### config.mk
export PLATFORM = sky130hd
export DESIGN_NAME = ext_irq_ctrl
export DESIGN_NICKNAME = d
export VERILOG_FILES = /design/src/rtl/eic_pkg.sv /design/src/rtl/eic_decode.sv /design/src/rtl/eic_gateway.sv /design/src/rtl/eic_arbiter.sv /design/src/rtl/ext_irq_ctrl.sv
export SDC_FILE = /design/constraint.sdc
export NUM_CORES = 1
export LEC_CHECK = 0
export BUFFER_PORTS_ARGS = -buffer_cell sky130_fd_sc_hd__buf_4
export CORE_ASPECT_RATIO = 0.7
export CORE_UTILIZATION = 65
export DETAILED_ROUTE_END_ITERATION = 12
export PLACE_DENSITY = 0.85
export SETUP_SLACK_MARGIN = 0.3
export SLEW_MARGIN = 20
export SYNTH_ARGS = -nofsm -noshare
export SYNTH_HDL_FRONTEND = slang
export SYNTH_SLANG_ARGS = --single-unit
### constraint.sdc
create_clock -name clk_i -period 38.4 [get_ports clk_i]
set_clock_uncertainty 0.05 [all_clocks]
set_input_delay 1.92 -clock clk_i [delete_from_list [all_inputs] [get_ports clk_i]]
set_output_delay 1.92 -clock clk_i [all_outputs]
set_load 0.005 [all_outputs]
### src/rtl/eic_pkg.sv
package eic_pkg;

    localparam logic [31:0] PEND_BASE  = 32'h0000_1000;
    localparam logic [31:0] EN_BASE    = 32'h0000_2000;
    localparam logic [31:0] EN_STRIDE  = 32'h0000_0080;
    localparam logic [31:0] CTX_BASE   = 32'h0020_0000;
    localparam logic [31:0] CTX_STRIDE = 32'h0000_1000;
    localparam logic [31:0] THR_WORD   = 32'd0;
    localparam logic [31:0] CLAIM_WORD = 32'd1;

    typedef enum logic [2:0] {
        RG_NONE,
        RG_PRIO,
        RG_PEND,
        RG_EN,
        RG_THR,
        RG_CLAIM
    } region_e;

endpackage

### src/rtl/eic_decode.sv
module eic_decode
    import eic_pkg::*;
#(
    parameter int unsigned NSRC   = 31,
    parameter int unsigned NCTX   = 2,
    parameter int unsigned ADDR_W = 26,
    parameter int unsigned ID_W   = $clog2(NSRC + 1),
    parameter int unsigned CTX_W  = (NCTX > 1) ? $clog2(NCTX) : 1
) (
    input  logic [ADDR_W-1:0] addr_i,
    output region_e           rg_o,
    output logic [ID_W-1:0]   id_o,
    output logic [4:0]        word_o,
    output logic [CTX_W-1:0]  ctx_o
);
    localparam int unsigned NWORD = (NSRC + 32) / 32;

    logic [31:0] a;
    logic [31:0] slot;

    always_comb begin
        a      = 32'(addr_i);
        slot   = '0;
        rg_o   = RG_NONE;
        id_o   = ID_W'(a[11:2]);
        word_o = a[6:2];
        ctx_o  = '0;
        if (a < PEND_BASE) begin
            if (a[11:2] != 0 && 32'(a[11:2]) <= NSRC) rg_o = RG_PRIO;
        end else if (a < PEND_BASE + EN_STRIDE) begin
            if (32'(a[6:2]) < NWORD) rg_o = RG_PEND;
        end else if (a >= EN_BASE && a < CTX_BASE) begin
            slot = (a - EN_BASE) / EN_STRIDE;
            if (slot < NCTX && 32'(a[6:2]) < NWORD) begin
                rg_o  = RG_EN;
                ctx_o = CTX_W'(slot);
            end
        end else if (a >= CTX_BASE) begin
            slot = (a - CTX_BASE) / CTX_STRIDE;
            if (slot < NCTX) begin
                ctx_o = CTX_W'(slot);
                if (32'(a[11:2]) == THR_WORD)        rg_o = RG_THR;
                else if (32'(a[11:2]) == CLAIM_WORD) rg_o = RG_CLAIM;
            end
        end
    end

endmodule

### src/rtl/eic_gateway.sv
module eic_gateway (
    input  logic lvl_i,
    input  logic pend_i,
    input  logic busy_i,
    input  logic claim_i,
    input  logic done_i,
    output logic pend_o,
    output logic busy_o
);
    // a claimed source is held off until its completion arrives
    always_comb begin
        pend_o = !claim_i && (pend_i || (lvl_i && !busy_i));
        busy_o = claim_i || (busy_i && !done_i);
    end

endmodule

### src/rtl/eic_arbiter.sv
module eic_arbiter #(
    parameter int unsigned NSRC   = 31,
    parameter int unsigned PRIO_W = 3,
    parameter int unsigned ID_W   = $clog2(NSRC + 1)
) (
    input  logic [NSRC:0]             cand_i,
    input  logic [NSRC:0][PRIO_W-1:0] prio_i,
    input  logic [PRIO_W-1:0]         thr_i,
    output logic [ID_W-1:0]           id_o
);
    logic [PRIO_W-1:0] best_p;

    // strict compare: the floor starts at the threshold and ties keep the lower ID
    always_comb begin
        best_p = thr_i;
        id_o   = '0;
        for (int i = 1; i <= int'(NSRC); i++) begin
            if (cand_i[ID_W'(i)] && prio_i[ID_W'(i)] > best_p) begin
                best_p = prio_i[ID_W'(i)];
                id_o   = ID_W'(i);
            end
        end
    end

endmodule

### src/rtl/ext_irq_ctrl.sv
module ext_irq_ctrl
    import eic_pkg::*;
#(
    parameter int unsigned NSRC   = 31,
    parameter int unsigned NCTX   = 2,
    parameter int unsigned PRIO_W = 3,
    parameter int unsigned ADDR_W = 26
) (
    input  logic              clk_i,
    input  logic              rst_ni,
    input  logic [NSRC:1]     irq_src_i,
    input  logic              bus_req_i,
    input  logic              bus_we_i,
    input  logic [ADDR_W-1:0] bus_addr_i,
    input  logic [31:0]       bus_wdata_i,
    output logic [31:0]       bus_rdata_o,
    output logic [NCTX-1:0]   irq_o
);
    localparam int unsigned ID_W  = $clog2(NSRC + 1);
    localparam int unsigned CTX_W = (NCTX > 1) ? $clog2(NCTX) : 1;

    typedef struct packed {
        logic [NSRC:0][PRIO_W-1:0] prio;
        logic [NCTX-1:0][NSRC:0]   en;
        logic [NCTX-1:0][PRIO_W-1:0] thr;
        logic [NSRC:0]             pend;
        logic [NSRC:0]             busy;
        logic [31:0]               rdata;
    } state_t;

    state_t st_d, st_q;

    region_e                     rg;
    logic [ID_W-1:0]             rg_id;
    logic [4:0]                  rg_word;
    logic [CTX_W-1:0]            rg_ctx;
    logic [NCTX-1:0][ID_W-1:0]   best_id;
    logic [NSRC:1]               claim_hit, done_hit;
    logic [NSRC:1]               gw_pend, gw_busy;
    logic                        rd_en, wr_en;
    logic [ID_W-1:0]             wid;

    // visible copies for the bound checker
    logic [NSRC:0]               pend_vis, busy_vis;
    logic [NCTX-1:0][NSRC:0]     en_vis;
    logic [NCTX-1:0][PRIO_W-1:0] thr_vis;

    function automatic logic [31:0] word_of(input logic [NSRC:0] v, input logic [4:0] w);
        logic [31:0] r;
        r = '0;
        for (int b = 0; b < 32; b++) begin
            if (32'(w) * 32 + 32'(b) <= NSRC) r[b] = v[ID_W'(32'(w) * 32 + 32'(b))];
        end
        return r;
    endfunction

    eic_decode #(
        .NSRC(NSRC), .NCTX(NCTX), .ADDR_W(ADDR_W), .ID_W(ID_W), .CTX_W(CTX_W)
    ) u_dec (
        .addr_i(bus_addr_i),
        .rg_o  (rg),
        .id_o  (rg_id),
        .word_o(rg_word),
        .ctx_o (rg_ctx)
    );

    for (genvar c = 0; c < int'(NCTX); c++) begin : g_ctx
        eic_arbiter #(
            .NSRC(NSRC), .PRIO_W(PRIO_W), .ID_W(ID_W)
        ) u_arb (
            .cand_i(st_q.pend & st_q.en[c]),
            .prio_i(st_q.prio),
            .thr_i (st_q.thr[c]),
            .id_o  (best_id[c])
        );
        assign irq_o[c] = (best_id[c] != '0);
    end

    assign rd_en = bus_req_i && !bus_we_i;
    assign wr_en = bus_req_i && bus_we_i;
    assign wid   = ID_W'(bus_wdata_i);

    // claim and completion strobes, one-hot by source ID
    always_comb begin
        claim_hit = '0;
        done_hit  = '0;
        if (rd_en && rg == RG_CLAIM && best_id[rg_ctx] != '0)
            claim_hit[best_id[rg_ctx]] = 1'b1;
        if (wr_en && rg == RG_CLAIM && bus_wdata_i != 0 && bus_wdata_i <= NSRC) begin
            if (st_q.busy[wid] && st_q.en[rg_ctx][wid]) done_hit[wid] = 1'b1;
        end
    end

    for (genvar s = 1; s <= int'(NSRC); s++) begin : g_src
        eic_gateway u_gw (
            .lvl_i  (irq_src_i[s]),
            .pend_i (st_q.pend[s]),
            .busy_i (st_q.busy[s]),
            .claim_i(claim_hit[s]),
            .done_i (done_hit[s]),
            .pend_o (gw_pend[s]),
            .busy_o (gw_busy[s])
        );
    end

    always_comb begin
        st_d      = st_q;
        st_d.pend = {gw_pend, 1'b0};
        st_d.busy = {gw_busy, 1'b0};
        if (rd_en) begin
            unique case (rg)
                RG_PRIO:  st_d.rdata = 32'(st_q.prio[rg_id]);
                RG_PEND:  st_d.rdata = word_of(st_q.pend, rg_word);
                RG_EN:    st_d.rdata = word_of(st_q.en[rg_ctx], rg_word);
                RG_THR:   st_d.rdata = 32'(st_q.thr[rg_ctx]);
                RG_CLAIM: st_d.rdata = 32'(best_id[rg_ctx]);
                default:  st_d.rdata = '0;
            endcase
        end
        if (wr_en) begin
            unique case (rg)
                RG_PRIO: st_d.prio[rg_id] = bus_wdata_i[PRIO_W-1:0];
                RG_THR:  st_d.thr[rg_ctx] = bus_wdata_i[PRIO_W-1:0];
                RG_EN: begin
                    for (int b = 0; b < 32; b++) begin
                        if (32'(rg_word) * 32 + 32'(b) >= 1 &&
                            32'(rg_word) * 32 + 32'(b) <= NSRC)
                            st_d.en[rg_ctx][ID_W'(32'(rg_word) * 32 + 32'(b))] = bus_wdata_i[b];
                    end
                end
                default: ;
            endcase
        end
    end

    always_ff @(posedge clk_i or negedge rst_ni) begin
        if (!rst_ni) st_q <= '0;
        else         st_q <= st_d;
    end

    assign bus_rdata_o = st_q.rdata;
    assign pend_vis    = st_q.pend;
    assign busy_vis    = st_q.busy;
    assign en_vis      = st_q.en;
    assign thr_vis     = st_q.thr;

endmodule

==> metrics.yaml <==
worst_path_largest_cell_delay_ns: 0.89
use_met2: 0.591
crit_path_top_delay_cell: "a221oi_1"
num_vias: 15007
ys_seq_area_frac: 0.391
met1_usage: 0.586
max-slew-margin-rel: 0.260
clk_pin_slew_ns: 0.06
yosysUniqueCellTypes: 97
worstPathRequired_ns: 36.43
netlist_area_um2: 16500
ctsLongestPathBuffers: 3
crit_fanout: 10
async_reset_ff_frac: 1.00
maxCapViolCount: 0
ys.flop_type: "dfrtp_1"
grt_pass1_wl_mm: 80.2
cts-htree-levels: 1
clkSinkCount: 258
postCtsHoldBufs: 0
hold-worst-slack_ns: 0.327
start_util: 0.666
io_buffers: 124
pin_count: 127
initialDrtViolationCount: 1778
fin_tns_setup_ns: 0
post-route-util: 0.745
worst-setup-path-type: "flop to primary output"
antenna_found_initial: 3
rows: 48
violations: "DRC"
ys_warn_count: 0
worstPathArrival_ns: 25.40
dp.cells: 2133
globalRouteOverflowTotal: 0
areaGrowthSynthToFinish_pct: 11.9
cts_root_buf: "clkbuf_16"
busiest_layer: "met2"
mostFrequentLayoutCell: "dfrtp_1"
gp_congestion: 1.01
grt_use_total: 0.406
post_drt_via_cell_ratio: 6.89
firstDrtPassIters: 10
final_nets: 1972
fin_crit_ns: 27.37
synth-seq-cells: 258
syn_area_per_cell_um2: 9.37
synth_nets: 1900
status: "finished, violations left"
cts_resized: 0
dp_hpwl_mm: 38.3
synth_edf_count: 0
power_mw: 0.566
cts_tree: "yes"
min_path_type: "flop to flop"
worst_slew_pin_slew_ns: 1.10
power.leakage_nw: 8.58
drive_gt1_frac: 0.232
rsz0062_at_grt: "false"
peakVddDrop_mv: 0.0401
antenna_left: 0
period_share: 0.713
clk_latency_ns: 0.55
first_global_vias: 14179
diodes: 0
routed_wl_mm: 52.3
core_area_um2: 24800
wl_per_cell_um: 24.0
layoutNonFillerInstCount: 2178
die-area_um2: 26100
power-per-cell-area_nw_per_um2: 30.6
crit_top_cell: "nor2_1"
grt_max_degree: 110
worstSetupStartpointType: "flop"
setup_viol: 0
timing.fmax_mhz: 36.5
synthCells: 1763
die_w_um: 193
finalHoldViolations: 0
post-cts-setup-buffers: 0
fp.dieH_um: 135
met3_usage: 0.126
drv_slew: 0
drcViolationCount: 12
critPathCaptureType: "primary output"
cts-buffers-inserted: 25
final_cell_mix: "dfrtp_1 (258), nand2_1 (230), mux2_2 (146), buf_4 (135), nor2_1 (129)"
[synthesized netlist by cell type, types with 5 or more instances]
library cell  instances  share of area
nand2_1             230          0.052
nor3b_1               5         0.0023
mux2_4                5         0.0045
inv_1                85          0.019
nand2b_1             11         0.0042
nand4_1              11         0.0042
nor3_1               33          0.010
nand3b_1              5         0.0023
o21ai_0             108          0.033
o22ai_1              22         0.0083
o211a_1               5         0.0030
buf_1                 8         0.0018
a21oi_1              85          0.026
or2_2                10         0.0038
and3_1               19         0.0072
o31ai_1              11         0.0050
o2111ai_1             5         0.0027
o21bai_1              5         0.0023
nand3_1              59          0.018
clkbuf_1             71          0.016
o211ai_1             11         0.0050
nor2_1              129          0.029
o21a_1               22          0.010
maj3_1               15         0.0091
ha_1                 44          0.033
nor2b_1              18         0.0068
a31o_2               17         0.0090
or4_1                 5         0.0023
a211oi_1              6         0.0027
mux2i_1              19          0.012
a31oi_1              43          0.016
and2_1               22         0.0083
a22oi_1              15         0.0068
nor4_1               14         0.0053
mux4_2               29          0.040
a221o_1               6         0.0036
buf_2                10         0.0030
or3_1                 8         0.0030
a311oi_1              5         0.0027
dfrtp_1             258           0.39
o221ai_1              5         0.0027
a21o_1               20         0.0091
mux2_2              146           0.10
[through the flow]
step | worst slack (ns) | area, um2
2_1_floorplan | 15.64 | 16500
3_3_place_gp | 12.25 | 17600
3_5_place_dp | 11.88 | 17600
4_1_cts | 11.14 | 18500
5_1_grt | 9.40 | 18500
6_report | 11.03 | 18500
[sequential cells by signal, indices dropped and copies added (netlist names)]
register and cells:
st_q 102, en_vis 62, bus_rdata_o 32, busy_vis 31, pend_vis 31
[worst max-delay path: cells and delay by family, from the launching register on]
family | cells | cell delay [ns]
DFF | 1 | 0.55
and+or+nand+nor | 30 | 4.51
buffers and inverters | 2 | 0.26
AOI/OAI and AO/OA | 37 | 9.85
muxes | 10 | 3.52
adders and majority gates | 21 | 6.07
[final timing paths]
path / from / slack [ns] / to / depth (start not counted)
setup / recovery: st_q[171] / 11.03 / irq_o[1] / 100
hold / removal: st_q[166] / 0.33 / st_q[166] / 0
setup reg to reg: st_q[171] / 12.38 / pend_vis[6] / 101
hold reg to reg: st_q[166] / 0.33 / st_q[166] / 0
max in group asynchronous: rst_ni / 34.81 / st_q[228] / 3
min in group asynchronous: rst_ni / 1.36 / bus_rdata_o[19] / 1
[cell type report]
| cell class | instances | area (um2) |
|---|---|---|
| clock inverters | 13 | 154 |
| repair buffers | 137 | 1040 |
| inverters | 86 | 323 |
| multi-input cells | 1327 | 9390 |
| clock buffers | 32 | 702 |
| fillers | 1747 | 6330 |
| flip-flops and latches | 258 | 6460 |
| well taps | 325 | 407 |
[power breakdown]
| part | switching (mW) | internal, mW | total (mW) | leakage, nW |
|---|---|---|---|---|
| Combinational | 0.0210 | 0.0102 | 0.0313 | 4.80 |
| Clock | 0.113 | 0.150 | 0.263 | 0.431 |
| Sequential | 0.000000184 | 0.272 | 0.272 | 3.35 |
| Total | 0.134 | 0.432 | 0.566 | 8.58 |
[metal layers]
metal / wire [um] / part of all wire
met4: 1570 / 0.030
met1: 21600 / 0.41
met2: 22100 / 0.42
met5: 36 / 0.00069
met3: 7000 / 0.13
[cell families (layout without fill, tap and decap cells)]
family	Yosys count	after routing	share of synthesized area
AO/OA/AOI/OAI	462	462	0.194
adder cells (fa/ha/maj)	59	59	0.0424
buffers and inverters	178	268	0.0420
XOR/XNOR	3	3	0.00159
AND/OR/NAND/NOR	604	604	0.173
multiplexers	199	199	0.155
flip-flops	258	258	0.391
Power figures use the tool's default switching activity.
